**src/rtl/vlg_pkg.sv**
```systemverilog
package vlg_pkg;

  localparam int unsigned TYPE_W = 4;
  localparam logic [TYPE_W-1:0] PKT_VIDEO = 4'd0;

  typedef enum logic [1:0] {
    MODE_HOLD  = 2'd0,
    MODE_SHOW  = 2'd1,
    MODE_DRAIN = 2'd2,
    MODE_RSVD  = 2'd3
  } gate_mode_e;

  typedef enum logic [1:0] {
    DISP_STALL = 2'd0,
    DISP_FWD   = 2'd1,
    DISP_DROP  = 2'd2
  } disp_e;

endpackage

```
**src/rtl/vlg_skid_fifo.sv**
```systemverilog
module vlg_skid_fifo #(
  parameter int unsigned W     = 18,
  parameter int unsigned DEPTH = 4
) (
  input  logic         clk,
  input  logic         rst_n,
  input  logic         push_i,
  input  logic [W-1:0] din_i,
  output logic         full_o,
  input  logic         pop_i,
  output logic [W-1:0] dout_o,
  output logic         empty_o
);

  localparam int unsigned PTR_W = (DEPTH > 1) ? $clog2(DEPTH) : 1;
  localparam int unsigned CNT_W = $clog2(DEPTH + 1);
  localparam logic [PTR_W-1:0] LAST_IDX = PTR_W'(DEPTH - 1);
  localparam logic [CNT_W-1:0] FULL_CNT = CNT_W'(DEPTH);

  logic [W-1:0]     mem [DEPTH];
  logic [PTR_W-1:0] wr_q, wr_d, rd_q, rd_d;
  logic [CNT_W-1:0] cnt_q, cnt_d;
  logic             cnt_en;

  assign full_o  = (cnt_q == FULL_CNT);
  assign empty_o = (cnt_q == '0);
  assign dout_o  = mem[rd_q];

  always_comb begin
    wr_d   = wr_q;
    rd_d   = rd_q;
    cnt_d  = cnt_q;
    cnt_en = push_i | pop_i;
    if (push_i) wr_d = (wr_q == LAST_IDX) ? '0 : wr_q + 1'b1;
    if (pop_i)  rd_d = (rd_q == LAST_IDX) ? '0 : rd_q + 1'b1;
    case ({push_i, pop_i})
      2'b10:   cnt_d = cnt_q + 1'b1;
      2'b01:   cnt_d = cnt_q - 1'b1;
      default: cnt_d = cnt_q;
    endcase
  end

  always_ff @(posedge clk) begin
    if (push_i) mem[wr_q] <= din_i;
  end

  always_ff @(posedge clk or negedge rst_n) begin
    if (!rst_n) begin
      wr_q  <= '0;
      rd_q  <= '0;
      cnt_q <= '0;
    end else if (cnt_en) begin
      wr_q  <= wr_d;
      rd_q  <= rd_d;
      cnt_q <= cnt_d;
    end
  end

  AST_FIFO_NO_UNDERFLOW: assert property (@(posedge clk) disable iff (!rst_n)
    pop_i |-> !empty_o);
  AST_FIFO_CNT_BOUND: assert property (@(posedge clk) disable iff (!rst_n)
    cnt_q <= FULL_CNT);

endmodule

```
**src/rtl/vlg_pkt_router.sv**
```systemverilog
module vlg_pkt_router
  import vlg_pkg::*;
(
  input  logic              clk,
  input  logic              rst_n,
  input  logic [1:0]        mode_i,
  input  logic              head_valid_i,
  input  logic [TYPE_W-1:0] head_type_i,
  input  logic              head_sop_i,
  input  logic              head_eop_i,
  input  logic              out_room_i,
  output logic              pop_o,
  output logic              load_o
);

  logic  in_pkt_q, in_pkt_d;
  disp_e disp_q, disp_d, disp_now;
  logic  st_en;

  always_comb begin
    if (in_pkt_q) begin
      disp_now = disp_q;
    end else if (!head_sop_i) begin
      disp_now = DISP_DROP;
    end else begin
      case (gate_mode_e'(mode_i))
        MODE_SHOW:  disp_now = DISP_FWD;
        MODE_DRAIN: disp_now = (head_type_i == PKT_VIDEO) ? DISP_DROP : DISP_FWD;
        default:    disp_now = DISP_STALL;
      endcase
    end
  end

  assign pop_o  = head_valid_i &
                  ((disp_now == DISP_DROP) | ((disp_now == DISP_FWD) & out_room_i));
  assign load_o = pop_o & (disp_now == DISP_FWD);

  always_comb begin
    st_en    = pop_o;
    in_pkt_d = in_pkt_q ? !head_eop_i : (head_sop_i & !head_eop_i);
    disp_d   = (!in_pkt_q && head_sop_i) ? disp_now : disp_q;
  end

  always_ff @(posedge clk or negedge rst_n) begin
    if (!rst_n) begin
      in_pkt_q <= 1'b0;
      disp_q   <= DISP_FWD;
    end else if (st_en) begin
      in_pkt_q <= in_pkt_d;
      disp_q   <= disp_d;
    end
  end

  AST_HOLD_NO_POP: assert property (@(posedge clk) disable iff (!rst_n)
    (!in_pkt_q && head_valid_i && head_sop_i &&
     (mode_i == MODE_HOLD || mode_i == MODE_RSVD)) |-> !pop_o);
  AST_DRAIN_VIDEO_NO_LOAD: assert property (@(posedge clk) disable iff (!rst_n)
    (!in_pkt_q && head_valid_i && head_sop_i && mode_i == MODE_DRAIN &&
     head_type_i == PKT_VIDEO) |-> (pop_o && !load_o));
  AST_DISP_HELD: assert property (@(posedge clk) disable iff (!rst_n)
    (in_pkt_q && !(pop_o && head_eop_i)) |=> (in_pkt_q && disp_q == $past(disp_q)));
  AST_MID_PKT_NO_STALL: assert property (@(posedge clk) disable iff (!rst_n)
    (in_pkt_q && head_valid_i && out_room_i) |-> pop_o);

endmodule

```
**src/rtl/vlg_out_stage.sv**
```systemverilog
module vlg_out_stage #(
  parameter int unsigned W = 18
) (
  input  logic         clk,
  input  logic         rst_n,
  input  logic         load_i,
  input  logic [W-1:0] din_i,
  output logic         room_o,
  input  logic         out_ready_i,
  output logic         out_valid_o,
  output logic [W-1:0] dout_o
);

  logic         valid_q, valid_d;
  logic [W-1:0] data_q;

  assign room_o      = !valid_q | out_ready_i;
  assign out_valid_o = valid_q;
  assign dout_o      = data_q;

  always_comb begin
    if (load_i)           valid_d = 1'b1;
    else if (out_ready_i) valid_d = 1'b0;
    else                  valid_d = valid_q;
  end

  always_ff @(posedge clk or negedge rst_n) begin
    if (!rst_n) valid_q <= 1'b0;
    else        valid_q <= valid_d;
  end

  always_ff @(posedge clk or negedge rst_n) begin
    if (!rst_n)      data_q <= '0;
    else if (load_i) data_q <= din_i;
  end

  AST_OUT_HOLD: assert property (@(posedge clk) disable iff (!rst_n)
    (out_valid_o && !out_ready_i) |=> (out_valid_o && $stable(dout_o)));
  AST_LOAD_HAS_ROOM: assert property (@(posedge clk) disable iff (!rst_n)
    load_i |-> room_o);

endmodule

```
**src/rtl/vid_layer_gate.sv**
```systemverilog
module vid_layer_gate
  import vlg_pkg::*;
#(
  parameter int unsigned DATA_W     = 16,
  parameter int unsigned SKID_DEPTH = 4
) (
  input  logic              clk,
  input  logic              rst_n,
  input  logic [1:0]        mode_i,
  input  logic              in_valid,
  output logic              in_ready,
  input  logic [DATA_W-1:0] in_data,
  input  logic              in_sop,
  input  logic              in_eop,
  output logic              out_valid,
  input  logic              out_ready,
  output logic [DATA_W-1:0] out_data,
  output logic              out_sop,
  output logic              out_eop
);

  localparam int unsigned BEAT_W = DATA_W + 2;

  logic              fifo_full, fifo_empty, push, pop, load, room;
  logic [BEAT_W-1:0] head_beat, out_beat;

  assign in_ready = !fifo_full;
  assign push     = in_valid & in_ready;

  vlg_skid_fifo #(.W(BEAT_W), .DEPTH(SKID_DEPTH)) u_skid (
    .clk     (clk),
    .rst_n   (rst_n),
    .push_i  (push),
    .din_i   ({in_sop, in_eop, in_data}),
    .full_o  (fifo_full),
    .pop_i   (pop),
    .dout_o  (head_beat),
    .empty_o (fifo_empty)
  );

  vlg_pkt_router u_router (
    .clk          (clk),
    .rst_n        (rst_n),
    .mode_i       (mode_i),
    .head_valid_i (!fifo_empty),
    .head_type_i  (head_beat[TYPE_W-1:0]),
    .head_sop_i   (head_beat[BEAT_W-1]),
    .head_eop_i   (head_beat[BEAT_W-2]),
    .out_room_i   (room),
    .pop_o        (pop),
    .load_o       (load)
  );

  vlg_out_stage #(.W(BEAT_W)) u_out (
    .clk         (clk),
    .rst_n       (rst_n),
    .load_i      (load),
    .din_i       (head_beat),
    .room_o      (room),
    .out_ready_i (out_ready),
    .out_valid_o (out_valid),
    .dout_o      (out_beat)
  );

  assign out_sop  = out_beat[BEAT_W-1];
  assign out_eop  = out_beat[BEAT_W-2];
  assign out_data = out_beat[DATA_W-1:0];

  logic out_mid_q;
  always_ff @(posedge clk or negedge rst_n) begin
    if (!rst_n)                      out_mid_q <= 1'b0;
    else if (out_valid && out_ready) out_mid_q <= !out_eop;
  end

  AST_OUT_SOP_FIRST: assert property (@(posedge clk) disable iff (!rst_n)
    (out_valid && !out_mid_q) |-> out_sop);
  AST_OUT_NO_SOP_MID: assert property (@(posedge clk) disable iff (!rst_n)
    (out_valid && out_mid_q) |-> !out_sop);

endmodule

```
**config.mk**
```make
export PLATFORM = sky130hd
export DESIGN_NAME = vid_layer_gate
export DESIGN_NICKNAME = d
export VERILOG_FILES = /design/src/rtl/vlg_pkg.sv /design/src/rtl/vlg_skid_fifo.sv /design/src/rtl/vlg_pkt_router.sv /design/src/rtl/vlg_out_stage.sv /design/src/rtl/vid_layer_gate.sv
export SDC_FILE = /design/constraint.sdc
export NUM_CORES = 1
export LEC_CHECK = 0
export BUFFER_PORTS_ARGS = -buffer_cell sky130_fd_sc_hd__buf_2
export CELL_PAD_IN_SITES_DETAIL_PLACEMENT = 1
export CELL_PAD_IN_SITES_GLOBAL_PLACEMENT = 1
export CORE_MARGIN = 1
export CORE_UTILIZATION = 45
export CTS_CLUSTER_DIAMETER = 150
export DETAILED_ROUTE_END_ITERATION = 6
export PLACE_DENSITY_LB_ADDON = 0.1
export SETUP_SLACK_MARGIN = 0.4
export SKIP_CTS_REPAIR_TIMING = 1
export SLEW_MARGIN = 20
export SYNTH_ARGS = -nofsm -noshare
export SYNTH_HDL_FRONTEND = slang
export SYNTH_SLANG_ARGS = --single-unit
```
**constraint.sdc**
```tcl
create_clock -name clk -period 3.09 [get_ports clk]
set_input_delay 0.618 -clock clk [delete_from_list [all_inputs] [get_ports clk]]
set_output_delay 0.618 -clock clk [all_outputs]
set_load 0.01 [all_outputs]
```
Yosys cells after proc, flatten, opt, wreduce, memory -nomap -nowiden
Memories as Yosys holds them, arrays and structs flattened.
Cells that the tools add are included.
Widths: inputs -> output; s select.
{ "word_totals": {"regBits": 29, "ramBits": 72, "inputBits": 24, "wordCells": 55, "n_memories": 1} }
{ "classes": {"add_sub_neg": 4, "n_eq_ne": 9, "n_mux": 12, "bitwise": 8, "reduce_logical": 14} }
{ "mem_list": {"columns": ["name", "depth", "width", "read_ports", "rd_clocked_by_memory_dff", "write_ports", "line_no", "source"], "rows": [
  ["u_skid.mem", 4, 18, 1, 0, 1, "vlg_skid_fifo.sv:20", "logic [W-1:0] mem [DEPTH];"]
]} }
{ "op_table": {"columns": ["operator", "n"], "rows": [
  ["$eq 2x2->1 const B", 5],
  ["$mux 2", 5],
  ["$reduce_and 2->1", 4],
  ["$eq 2x1->1 const B", 3],
  ["$pmux 3 s2", 1],
  ["$and 1x1->1", 5],
  ["$logic_not 1->1", 5],
  ["$mux 1", 5],
  ["$add 2x1->2 const B", 2],
  ["$logic_not 4->1", 1],
  ["$pmux 2 s2", 1],
  ["$reduce_bool 2->1", 2],
  ["$add 3x1->3 const B", 1],
  ["$eq 3x3->1 const B", 1],
  ["$logic_not 3->1", 1],
  ["$or 1x1->1", 3],
  ["$sub 3x1->3 const B", 1],
  ["$logic_and 1x1->1", 1]
]} }

Depth between registers and ports, before layout
Gate-level depths: netlist of the first run.
An unclocked memory read counts as a cell.
{ "logic_depth": {"depth_word": 13, "ltp_mapped": 12, "mapped_depth_nobuf": 12} }

By module
From an unflattened synthesis of the first run, not the netlist that was laid out.
{ "unflattened": {"hier_cells": 216, "hier_area_um2": 4117.7} }
{ "modules_own_cells": {"columns": ["module", "instances", "cells_per_inst", "area_each_um2", "seq_area_each_um2"], "rows": [
  ["vlg_skid_fifo", 1, 136, 3046.7, 2337.2],
  ["vlg_out_stage", 1, 41, 755.7, 475.5],
  ["vlg_pkt_router", 1, 36, 301.5, 76.3],
  ["vid_layer_gate", 1, 3, 13.8, 0.0]
]} }

Worst setup path after synthesis of the first run
OpenSTA, ideal clock, no wires.
{ "synth_timing": {"path_type": "input to register", "start": "in mode_i[0]", "end": "reg u_skid.cnt_q[2]", "arrival_ns": 2.796, "required_time_ns": 2.967, "path_slack_ns": 0.172, "cell_stages": 11, "path_buffers": 0, "cell_sequence": "inv_1 ha_1 nor2b_1 a311oi_2 o31ai_1 ha_1 inv_1 fa_1 xnor2_1 nand2_1 xnor2_1"} }
{ "synth_via": {"elab_chain_cells": 11, "elab_cells_between_ends": 16, "cone_classes": "eq/ne: 6; mux: 4; bitwise: 4; reduce/logical: 2"} }
{ "synth_rtl": {"columns": ["element", "line_no", "source"], "rows": [
  ["start, declared", "vid_layer_gate.sv:9", "input logic [1:0] mode_i,"],
  ["$eq 2x2->1 / $eq 2x1->1 (equally long branches)", "vlg_pkt_router.sv:26", "case (gate_mode_e'(mode_i))"],
  ["$pmux 2 s2 *", "vlg_pkt_router.sv:26", null],
  ["$mux 2 *", "vlg_pkt_router.sv:23", "end else if (!head_sop_i) begin"],
  ["$mux 2 *", "vlg_pkt_router.sv:21", "if (in_pkt_q) begin"],
  ["$eq 2x1->1", "vlg_pkt_router.sv:35", "((disp_now == DISP_DROP) | ((disp_now == DISP_FWD) & out_room_i));"],
  ["$and 1x1->1", "vlg_pkt_router.sv:35", null],
  ["$or 1x1->1 *", "vlg_pkt_router.sv:35", null],
  ["$and 1x1->1 *", "vlg_pkt_router.sv:34", "assign pop_o = head_valid_i &"],
  ["named net pop", "vid_layer_gate.sv:24", "logic fifo_full, fifo_empty, push, pop, load, room;"],
  ["$eq 2x2->1 / $eq 2x1->1 (equally long branches)", "vlg_skid_fifo.sv:36", "case ({push_i, pop_i})"],
  ["$reduce_bool 2->1 (no line)", null, null],
  ["$reduce_and 2->1 (no line)", null, null],
  ["end signal, assigned", "vlg_skid_fifo.sv:55", "cnt_q <= cnt_d;"],
  ["end, declared", "vlg_skid_fifo.sv:22", "logic [CNT_W-1:0] cnt_q, cnt_d;"]
]} }
Mark *: on every way through the listed nets, which the timed path passes. The rest lies on a longest branch.
A chain may end at the register's enable or synchronous reset.

Final worst setup path of the first run
{ "layout_timing": {"start": "reg u_skid.rd_q[0]", "end": "reg u_skid.wr_q[1]"} }
{ "layout_via": {"elab_chain_cells": 12, "elab_cells_between_ends": 13, "cone_classes": "eq/ne: 2; mux: 4; bitwise: 4; reduce/logical: 2; memory: 1"} }
{ "layout_rtl": {"columns": ["element", "line_no", "source"], "rows": [
  ["start, declared", "vlg_skid_fifo.sv:21", "logic [PTR_W-1:0] wr_q, wr_d, rd_q, rd_d;"],
  ["start signal, assigned", "vlg_skid_fifo.sv:54", "rd_q <= rd_d;"],
  ["$mem_v2 4x18 *", null, null],
  ["$logic_not 4->1", "vlg_pkt_router.sv:28", "MODE_DRAIN: disp_now = (head_type_i == PKT_VIDEO) ? DISP_DROP : DISP_FWD;"],
  ["$mux 2", "vlg_pkt_router.sv:28", null],
  ["$pmux 2 s2", "vlg_pkt_router.sv:26", null],
  ["$mux 2 *", "vlg_pkt_router.sv:23", null],
  ["$mux 2 *", "vlg_pkt_router.sv:21", null],
  ["$eq 2x1->1", "vlg_pkt_router.sv:35", null],
  ["$and 1x1->1", "vlg_pkt_router.sv:35", null],
  ["$or 1x1->1 *", "vlg_pkt_router.sv:35", null],
  ["$and 1x1->1 *", "vlg_pkt_router.sv:34", null],
  ["named net pop", "vid_layer_gate.sv:24", null],
  ["$or 1x1->1 *", "vlg_skid_fifo.sv:33", "cnt_en = push_i | pop_i;"],
  ["$reduce_and 2->1 (no line) *", null, null],
  ["end signal, assigned", "vlg_skid_fifo.sv:53", "wr_q <= wr_d;"],
  ["end, declared", "vlg_skid_fifo.sv:21", null]
]} }
Marks and branches as above.

==> reports/results.tsv, run 1 <==
stage	metric	value	unit
status	status	complete, but fails checks	
status	failing checks	design-rule violations	
sta	worst hold margin	286	ps
critical_path	CP startpoint kind	register	
route	routed length per instance	19.3	um
route	First-pass DRT Iterations	6	
placed_design	Post-DP HPWL	5090	um
global_routing	vias in the first global route	2301	
logic_synthesis	Main synth FF type	edfxtp_1	
critical_path	worst-path fanout max	6	
floorplanning	Die H	97.7	um
logic_synthesis	ys async rst share	0.287	
placed_design	RD Place Congestion	0.797	
sta	clock skew	15.0	ps
sta	final setup fails	0	
power_and_ir_drop	Total Power	5.22	mW
critical_path	Worst Path Required	3350	ps
sta	setup_tns	0	ps
clocking	Worst-path clk slew	110	ps
route	DRC	6	
floorplanning	Die ar.	9540	sq um
placed_design	Post-DP Area	4570	sq um
floorplanning	Starting Density	0.468	
critical_path	CP max-delay cell	or4_4	
finish	Non-Filler Cell Area, Final	4900	sq um
sta	Tcrit/Tclk final	0.925	
critical_path	reg2reg start	u_skid.rd_q[0]	
logic_synthesis	Synth cell types	40	
route	antenna-violating nets left	0	
sta	Final min period	2860	ps
route	Post-Route WL	7800	um
sta	RSZ-0062 raised after global routing	true	
logic_synthesis	yosys warns	0	
run	max cap viols	0	
sta	Max-slew headroom	0.526	
sta	max-slew violations	0	
critical_path	CP max stage delay	570	ps
logic_synthesis	Synth Register Bits	101	
clocking	Clock Tree Buf Depth	2	
critical_path	crit path capture type	register	
sta	Peak Freq	350	MHz
floorplanning	core box area	8810	sq um
global_routing	initial antenna violation count	0	
finish	Final Util	0.557	
floorplanning	DIE WIDTH	97.7	um
clocking	worst skew pair latency	370	ps
sta	Hold Vio Cnt, Final	0	
power_and_ir_drop	Power Dens Cells	1070	nW/um^2
critical_path	FF-to-FF setup slack	230	ps
clocking	TritonCTS clock tree	yes	
power_and_ir_drop	Max IR drop VDD	0.000340	V
route	vias per cell	5.33	
sta	Slew @ Worst Pin	710	ps
logic_synthesis	EDFF count, synth	72	
logic_synthesis	syn_area_per_cell	18.5	sq um
clocking	CTS Sinks	101	
finish	share of post-route cells with drive strength above 1	0.456	
critical_path	CP cell instances	mux4_2 > or4_4 > a311oi_4 > o31ai_4 > buf_4 > buf_6 > inv_4 > ha_4 > nor2_1 > mux2_2	
route	Vias	2155	
finish	# fillers	815	
finish	n_diodes	0	
critical_path	Worst Setup Path Type	reg2reg	
global_routing	largest net degree at the start of global routing	30	
finish	synthesis-to-layout area growth	19.1	%
global_routing	first-pass GRT wire length	12500	um
floorplanning	IO Pins	44	
clocking	CTS buffer count	9	
clocking	CTS root buf	clkbuf_8	
power_and_ir_drop	Leak	1.90	nW
placed_design	Port Buf Inserts	43	
critical_path	Reg2Reg Depth	10	
global_routing	grt ovf	0	
clocking	# H-tree levels	3	
finish	Net count, final	325	
critical_path	r2r endpoint	u_skid.wr_q[1]	
global_routing	Total GRT Usage	0.178	
route	Iteration-0 DRC Markers	43	
logic_synthesis	Syn Nets	256	
logic_synthesis	Cell Area, Synth	4120	sq um
critical_path	CP arrival	3110	ps
logic_synthesis	sequential-to-total area share from yosys stat	0.702	
logic_synthesis	Post-Synthesis Cells	222	
floorplanning	# rows	34	
worst_hold_path	Tightest Hold Check Type	in2async	
[worst max-delay path, delay by kind of cell (launching register included)]
kind	cells	cell delay, ps
muxes	2	820
AOI/OAI and AO/OA	2	390
adders and majority gates	1	130
buffers and inverters	3	330
and+or+nand+nor	2	620
DFF	1	460
[flip-flops by register name, summed over array words and instances, names as in the netlist]
signal / flops
u_skid.mem: 72
u_out.dout_o: 18
u_skid.cnt_q: 3
u_router.disp_q: 2
u_skid.rd_q: 2
u_skid.wr_q: 2
u_out.out_valid_o: 1
u_router.in_pkt_q: 1
[worst max path at each step]
stage / startpoint / to / slack, ps / cells after the start
3_3_place_gp: u_skid.rd_q[0] / u_skid.cnt_q[2] / 140 / 10
6_report: u_skid.rd_q[0] / u_skid.wr_q[1] / 230 / 10
2_1_floorplan: u_skid.rd_q[0] / u_skid.cnt_q[1] / 240 / 9
5_1_grt: u_skid.rd_q[0] / u_skid.cnt_q[2] / 110 / 10
4_1_cts: u_skid.rd_q[0] / u_skid.cnt_q[2] / 90 / 10
3_5_place_dp: u_skid.rd_q[0] / u_skid.cnt_q[2] / 110 / 10
[per-stage QoR]
step / cells / worst slack (ps)
2_1_floorplan: 222 / 235
5_1_grt: 404 / 107
3_5_place_dp: 381 / 112
6_report: 404 / 231
3_3_place_gp: 381 / 143
4_1_cts: 397 / 85.3
[placed cells by master (no fill, tap or decap), types with 2 or more instances in the layout]
master	n
inv_6	3
inv_1	7
inv_8	2
nor3_1	3
a21o_1	2
ha_1	7
mux2i_1	2
xnor2_1	2
buf_4	16
mux2_2	13
mux2_4	9
mux4_2	17
dfrtp_1	27
nor2_1	8
nand2b_1	3
edfxtp_1	72
a21oi_1	4
buf_6	3
nand2_1	7
clkbuf_8	9
and3_1	5
buf_2	43
[metal layers]
metal / GRT usage / vias up / part of all wire
met3: 0.0374 / 9 / 0.027
met2: 0.297 / 36 / 0.51
met5: 0 / - / 0
li1: - / 1001 / -
met4: 0.0711 / 0 / 0.012
met1: 0.230 / 1109 / 0.45
[cell usage after synthesis (2+ instances only)]
master / number / area share
a21oi_1: 4 / 0.0049
or4_1: 2 / 0.0036
mux2i_1: 2 / 0.0049
ha_1: 9 / 0.027
mux2_2: 13 / 0.036
nor3_1: 3 / 0.0036
a21o_1: 2 / 0.0036
nand2b_1: 3 / 0.0046
nand2_1: 7 / 0.0064
nor2_1: 8 / 0.0073
buf_2: 2 / 0.0024
and3_1: 5 / 0.0076
mux2_4: 9 / 0.033
clkbuf_1: 2 / 0.0018
inv_1: 9 / 0.0082
dfrtp_1: 28 / 0.17
mux4_2: 17 / 0.093
buf_6: 2 / 0.0055
xnor2_1: 2 / 0.0043
o21ai_0: 2 / 0.0024
edfxtp_1: 72 / 0.53
[layout make-up]
| type | count | area [sq um] | area share |
|---|---|---|---|
| repair buffers | 64 | 409 | 0.0834 |
| well taps | 108 | 135 | 0.0276 |
| clock inverters | 7 | 72.6 | 0.0148 |
| clock buffers | 9 | 124 | 0.0253 |
| multi-input cells | 106 | 1240 | 0.252 |
| flip-flops and latches | 101 | 2890 | 0.589 |
| inverters | 9 | 36.3 | 0.00740 |
[kinds of logic after synthesis]
logic type / after synthesis / share of synthesized area
buffers and inverters: 15 / 0.0179
AO/OA/AOI/OAI: 17 / 0.0313
multiplexers: 41 / 0.166
AND/OR/NAND/NOR: 35 / 0.0444
flip-flops: 101 / 0.702
XOR/XNOR: 3 / 0.00638
adder cells (fa/ha/maj): 10 / 0.0322
[where the power goes]
part / leakage (nW) / internal (mW) / switching, mW
combinational: 0.798 / 1.26 / 1.08
clock: 0.0974 / 0.319 / 0.495
sequential: 1.00 / 1.87 / 0.199
Power figures use the tool's default switching activity.
==> run 2: changes to the inputs <==
--- a/config.mk
+++ b/config.mk
@@ -9,10 +9,11 @@
 export CELL_PAD_IN_SITES_DETAIL_PLACEMENT = 1
 export CELL_PAD_IN_SITES_GLOBAL_PLACEMENT = 1
 export CORE_MARGIN = 1
-export CORE_UTILIZATION = 45
+export CORE_UTILIZATION = 50
 export CTS_CLUSTER_DIAMETER = 150
 export DETAILED_ROUTE_END_ITERATION = 6
 export PLACE_DENSITY_LB_ADDON = 0.1
+export RECOVER_POWER = 50
 export SETUP_SLACK_MARGIN = 0.4
 export SKIP_CTS_REPAIR_TIMING = 1
 export SLEW_MARGIN = 20
==> constraint.sdc (replaced) <==
create_clock -name clk -period 3.1 [get_ports clk]
set_input_delay 0.62 -clock clk [delete_from_list [all_inputs] [get_ports clk]]
set_output_delay 0.62 -clock clk [all_outputs]
set_load 0.01 [all_outputs]
==> reports/results.tsv, run 2 (synthesis gave the netlist of run 1 again) <==
stage	metric	value	unit
floorplanning	Die H	92.8	um
route	routed length per instance	19.6	um
status	status	complete, but fails checks	
clocking	CTS Sinks	101	
critical_path	CP max-delay cell	mux4_2	
sta	setup_tns	0	ps
global_routing	largest net degree at the start of global routing	30	
placed_design	Post-DP HPWL	5030	um
power_and_ir_drop	Leak	1.80	nW
critical_path	FF-to-FF setup slack	240	ps
route	DRC	0	
sta	RSZ-0062 raised after global routing	true	
critical_path	r2r endpoint	u_skid.wr_q[1]	
placed_design	Post-Place Worst Slack	21.0	ps
global_routing	vias in the first global route	2347	
clocking	Worst-path clk slew	100	ps
finish	Biggest register	u_skid.mem	
finish	n_diodes	0	
global_routing	grt ovf	0	
worst_hold_path	Endpoint, Worst Hold	u_router.disp_q[0]	
power_and_ir_drop	Max IR drop VDD	0.000411	V
critical_path	CP startpoint kind	register	
sta	Peak Freq	350	MHz
finish	most frequent cells in the layout	edfxtp_1 (72), clkbuf_1 (30), dfrtp_1 (27)	
floorplanning	# rows	32	
critical_path	crit path capture type	register	
route	vias per cell	5.39	
critical_path	CP cell instances	mux4_2 > or4_4 > a311oi_4 > o31ai_4 > buf_4 > buf_6 > inv_4 > ha_4 > nor2_1 > mux2_2	
floorplanning	IO Pins	44	
finish	Net count, final	322	
power_and_ir_drop	Clock Power Share	0.165	
worst_hold_path	Tightest Hold Check Type	reg2reg	
finish	share of post-route cells with drive strength above 1	0.341	
critical_path	reg2reg start	u_skid.rd_q[0]	
power_and_ir_drop	switching part of the total power	0.333	
global_routing	first-pass GRT wire length	12400	um
sta	clock skew	15.1	ps
clocking	Clock Tree Buf Depth	2	
floorplanning	core box area	7850	sq um
power_and_ir_drop	combinational group share of total power	0.435	
power_and_ir_drop	Flop pwr share	0.401	
critical_path	crit path buf inv count	3	
sta	Slew @ Worst Pin	1750	ps
finish	commonest non-fill, non-tap cell in the layout	edfxtp_1	
critical_path	worst-path fanout max	5	
finish	synthesis-to-layout area growth	17.6	%
floorplanning	Die ar.	8600	sq um
run	max cap viols	1	
placed_design	RD Place Congestion	0.842	
route	antenna-violating nets left	0	
critical_path	delay-heaviest family, CP	multiplexers	
status	failing checks	max-capacitance violations, max-slew violations	
critical_path	Worst Setup Path Type	reg2reg	
critical_path	CP arrival	3110	ps
worst_hold_path	Hold Startpoint	u_router.disp_q[0]	
power_and_ir_drop	Pint	3.45	mW
placed_design	Port Buf Inserts	43	
floorplanning	Starting Density	0.525	
clocking	CTS root buf	clkbuf_8	
route	Iteration-0 DRC Markers	79	
sta	max-slew violations	30	
sta	Hold Vio Cnt, Final	0	
sta	final worst slack	245	ps
sta	Max-slew headroom	-0.165	
global_routing	Total GRT Usage	0.198	
sta	Final min period	2860	ps
worst_hold_path	hold path depth	2	
floorplanning	DIE WIDTH	92.8	um
critical_path	Worst Path Required	3350	ps
finish	max reg flops	72	
finish	# fillers	722	
route	Post-Route WL	7760	um
sta	Tcrit/Tclk final	0.921	
clocking	CTS buffer count	9	
clocking	worst skew pair latency	360	ps
critical_path	Reg2Reg Depth	10	
critical_path	CP max stage delay	580	ps
power_and_ir_drop	switching pwr	1.72	mW
global_routing	initial antenna violation count	0	
clocking	TritonCTS clock tree	yes	
power_and_ir_drop	Power Dens Cells	1070	nW/um^2
clocking	# H-tree levels	3	
route	First-pass DRT Iterations	4	
sta	final setup fails	0	
route	Vias	2129	
==> run 2: final cells by class <==
type / instances / area, sq um / area share
Sequential cell: 101 / 2890 / 0.597
Multi-Input combinational cell: 106 / 1240 / 0.256
Timing Repair Buffer: 61 / 345 / 0.0713
Clock buffer: 10 / 128 / 0.0264
Tap cell: 102 / 128 / 0.0264
Clock inverter: 6 / 73.8 / 0.0152
Inverter: 9 / 36.3 / 0.00750
==> run 2: worst max path at each step <==
stage / startpoint / endpoint / slack, ps / cells after the start
2_1_floorplan: u_skid.rd_q[0] / u_skid.cnt_q[1] / 250 / 9
3_3_place_gp: u_skid.rd_q[0] / u_skid.cnt_q[1] / 120 / 8
3_5_place_dp: u_skid.rd_q[0] / u_skid.cnt_q[1] / 20 / 8
4_1_cts: u_skid.rd_q[0] / u_skid.cnt_q[1] / 1 / 8
5_1_grt: u_skid.rd_q[0] / u_skid.cnt_q[1] / 120 / 8
6_report: u_skid.rd_q[0] / u_skid.wr_q[1] / 240 / 10
==> run 2: power by group through the flow <==
stage / Combinational [mW] / Clock (mW) / Sequential, mW
finish: 2.25 / 0.851 / 2.07
global route: 2.45 / 0.919 / 2.11
CTS: 2.01 / 0.875 / 2.07
detailed placement: 2.00 / 0 / 2.10
floorplan: 1.42 / 0 / 2.08
global placement: 1.95 / 0 / 2.08
==> run 2: metrics by stage <==
step | hold slack, ps | total power [mW] | util | instances | area, sq um
after global placement | 462 | 4.02 | 0.579 | 372 | 4540
after CTS | 329 | 4.96 | 0.604 | 388 | 4740
after global routing | 495 | 5.48 | 0.617 | 395 | 4840
after floorplan | 324 | 3.50 | - | 222 | 4150
after detailed placement | 468 | 4.10 | 0.579 | 372 | 4540
final | 478 | 5.17 | 0.617 | 395 | 4840
==> run 2: tightest hold or removal path: stages, from the launching register on <==
cell	delay (ps)
dfstp_2	390
nand2_1	50
nand2_1	50
==> run 2: per-layer routing <==
metal | track usage | vias to the layer above | part of all wire
li1 | - | 996 | -
met5 | 0 | - | 0
met2 | 0.335 | 37 | 0.52
met4 | 0.0500 | 0 | 0.0097
met3 | 0.0525 | 9 | 0.030
met1 | 0.257 | 1087 | 0.44
==> run 3: changes to the inputs <==
--- a/config.mk
+++ b/config.mk
@@ -5,11 +5,12 @@
 export SDC_FILE = /design/constraint.sdc
 export NUM_CORES = 1
 export LEC_CHECK = 0
+export ABC_AREA = 1
 export BUFFER_PORTS_ARGS = -buffer_cell sky130_fd_sc_hd__buf_2
 export CELL_PAD_IN_SITES_DETAIL_PLACEMENT = 1
 export CELL_PAD_IN_SITES_GLOBAL_PLACEMENT = 1
-export CORE_MARGIN = 1
-export CORE_UTILIZATION = 50
+export CORE_MARGIN = 1.5
+export CORE_UTILIZATION = 47
 export CTS_CLUSTER_DIAMETER = 150
 export DETAILED_ROUTE_END_ITERATION = 6
 export PLACE_DENSITY_LB_ADDON = 0.1
==> reports/results.tsv, run 3 <==
stage	metric	value	unit
sta	final worst slack	547	ps
route	met3 wire len	368	um
finish	share of post-route cells with drive strength above 1	0.203	
route	vias per cell	5.24	
route	WL met1	4320	um
finish	Biggest register	u_skid.mem	
finish	multi-input logic area	1150	sq um
sta	clock skew	14.1	ps
floorplanning	# rows	34	
clocking	TritonCTS clock tree	yes	
run	max cap viols	1	
clocking	CTS buffer count	9	
finish	register area	2890	sq um
floorplanning	Die ar.	9420	sq um
power_and_ir_drop	Power Dens Cells	1010	nW/um^2
logic_synthesis	ys async rst share	0.287	
finish	Net count, final	443	
logic_synthesis	EDFF count, synth	72	
status	failing checks	max-capacitance violations, max-slew violations	
clocking	CTS Sinks	101	
critical_path	Worst Path Required	3360	ps
global_routing	first-pass GRT wire length	14800	um
route	antenna-violating nets left	0	
logic_synthesis	Synth cell types	31	
sta	setup_tns	0	ps
logic_synthesis	Main synth FF type	edfxtp_1	
power_and_ir_drop	Clock Power Share	0.164	
logic_synthesis	synth top area cells	edfxtp_1 (52%), dfrtp_1 (17%), nand2_1 (6.6%)	
clocking	CTS root buf	clkbuf_8	
critical_path	Worst Setup Path Type	reg2reg	
floorplanning	core box area	8640	sq um
route	Iteration-0 DRC Markers	136	
route	Post-Route WL	9440	um
logic_synthesis	Cell Area, Synth	4160	sq um
placed_design	Port Buf Inserts	43	
power_and_ir_drop	Pint	2.89	mW
power_and_ir_drop	switching part of the total power	0.405	
critical_path	CP cell instances	buf_6 > nand2_1 > nand3_1 > nand2_2 > nand2_2 > nor2_1 > nand2_1 > nand2_2 > nand2_2 > nor2_2 > nand2_1 > nand2_4 > ha_4 > inv_2 > fa_2 > a21boi_2 > o21ai_2 > xnor2_1	
sta	Max-slew headroom	-0.144	
route	DRC	0	
logic_synthesis	Post-Synthesis Cells	349	
floorplanning	IO Pins	44	
logic_synthesis	most frequent cell after synthesis	nand2_1	
finish	# fillers	942	
finish	most frequent cells in the layout	edfxtp_1 (72), nand2_1 (66), nor2_1 (35)	
floorplanning	Starting Density	0.481	
critical_path	CP arrival	2810	ps
sta	Slew @ Worst Pin	1720	ps
critical_path	crit path capture type	register	
finish	commonest non-fill, non-tap cell in the layout	edfxtp_1	
route	routed wl met2	4630	um
sta	Peak Freq	392	MHz
floorplanning	DIE WIDTH	97.1	um
placed_design	placed cells	496	
finish	n_diodes	0	
sta	Hold Vio Cnt, Final	0	
logic_synthesis	sequential-to-total area share from yosys stat	0.695	
sta	RSZ-0062 raised after global routing	false	
critical_path	CP max-delay cell	dfrtp_2	
power_and_ir_drop	Flop pwr share	0.415	
global_routing	initial antenna violation count	0	
status	status	complete, but fails checks	
finish	Non-Filler Instances	522	
critical_path	CP max stage delay	470	ps
route	Vias	2733	
logic_synthesis	Syn Nets	383	
clocking	Worst-path clk slew	100	ps
floorplanning	Die H	97.1	um
sta	Final min period	2550	ps
logic_synthesis	post-synth top area share	0.520	
sta	Tcrit/Tclk final	0.824	
power_and_ir_drop	combinational group share of total power	0.421	
critical_path	CP startpoint kind	register	
global_routing	grt ovf	0	
worst_hold_path	Tightest Hold Check Type	in2reg	
power_and_ir_drop	Leak	1.92	nW
logic_synthesis	ranking of synthesized cells by instance count	nand2_1 (73), edfxtp_1 (72), nor2_1 (36)	
route	First-pass DRT Iterations	4	
critical_path	most used cell, CP	nand2_2	
global_routing	largest net degree at the start of global routing	30	
global_routing	Total GRT Usage	0.205	
clocking	Clock Tree Buf Depth	2	
clocking	# H-tree levels	3	
logic_synthesis	Synth Register Bits	101	
sta	max-slew violations	30	
placed_design	RD Place Congestion	0.845	
route	routed length per instance	18.1	um
logic_synthesis	largest area contributor in the netlist	edfxtp_1	
placed_design	Post-Place Worst Slack	242	ps
sta	final setup fails	0	
finish	synthesis-to-layout area growth	15.3	%
logic_synthesis	syn_area_per_cell	11.9	sq um
placed_design	Post-DP HPWL	6060	um
clocking	worst skew pair latency	370	ps
power_and_ir_drop	Max IR drop VDD	0.000386	V
placed_design	Post-DP Area	4500	sq um
critical_path	worst-path fanout max	7	
route	Max Used Layer	met4	
finish	max reg flops	72	
global_routing	vias in the first global route	2861	
power_and_ir_drop	switching pwr	1.97	mW
finish	Non-Filler Cell Area, Final	4800	sq um
logic_synthesis	yosys warns	0	
==> run 3: cell count changes in the layout (fill, tap and decap cells not counted), moves of 17 or more <==
cell	change
mux4_2	-17
nand2_1	+59
nand3_1	+24
nor2_1	+27
o21ai_0	+30
==> run 3: layout make-up <==
type / instances / area share
clock buffers: 9 / 0.0258
clock inverters: 7 / 0.0143
inverters: 20 / 0.0185
multi-input cells: 214 / 0.240
flip-flops and latches: 101 / 0.603
well taps: 108 / 0.0282
repair buffers: 63 / 0.0702
==> run 3: power by group through the flow <==
stage | clock [mW] | combinational, mW | sequential (mW)
floorplan | 0 | 1.22 | 2.04
global placement | 0 | 1.73 | 2.02
detailed placement | 0 | 1.80 | 2.04
CTS | 0.832 | 1.80 | 2.02
global route | 0.876 | 2.29 | 2.06
finish | 0.800 | 2.05 | 2.02
==> run 3: layer usage <==
metal / GRT usage / up-vias
met5: 0 / -
met4: 0.0591 / 0
met3: 0.0453 / 12
met2: 0.334 / 66
met1: 0.280 / 1335
li1: - / 1320
==> run 3: path summary, 6_finish.rpt <==
| check | from | endpoint | slack [ps] | cells past startpoint |
|---|---|---|---|---|
| worst max-delay path | u_skid.rd_q[0] | u_skid.cnt_q[2] | 550 | 18 |
| worst min-delay path | out_ready | u_out.out_valid_o | 440 | 2 |
| worst max register to register | u_skid.rd_q[0] | u_skid.cnt_q[2] | 550 | 18 |
| worst min register to register | u_router.disp_q[0] | u_router.disp_q[0] | 470 | 2 |
| max in group asynchronous | rst_n | u_skid.rd_q[1] | 1290 | 1 |
| min in group asynchronous | rst_n | u_out.dout_o[15] | 690 | 1 |
==> run 3: worst max-delay path: cells and delay by family, from the launching register on <==
family	cells	cell delay [ps]
compound gates	2	210
xor+xnor	1	120
fa+ha+maj	2	520
buf+inv	2	190
flops	1	470
simple gates	11	950
==> run 3: per-stage QoR <==
stage / utilization / hold slack (ps) / total power [mW]
after floorplan: - / 324 / 3.25
after global placement: 0.521 / 449 / 3.76
after detailed placement: 0.521 / 459 / 3.85
after CTS: 0.543 / 316 / 4.65
after global routing: 0.555 / 416 / 5.22
final: 0.555 / 439 / 4.86
==> run 3: cell families after synthesis <==
family / after synthesis / synth area share
buffers and inverters: 34 / 0.0397
xor gates and xnor gates: 2 / 0.00421
AOI/OAI and AO/OA: 58 / 0.0822
and+or+nand+nor: 144 / 0.147
DFF: 101 / 0.695
adders and majority gates: 10 / 0.0319
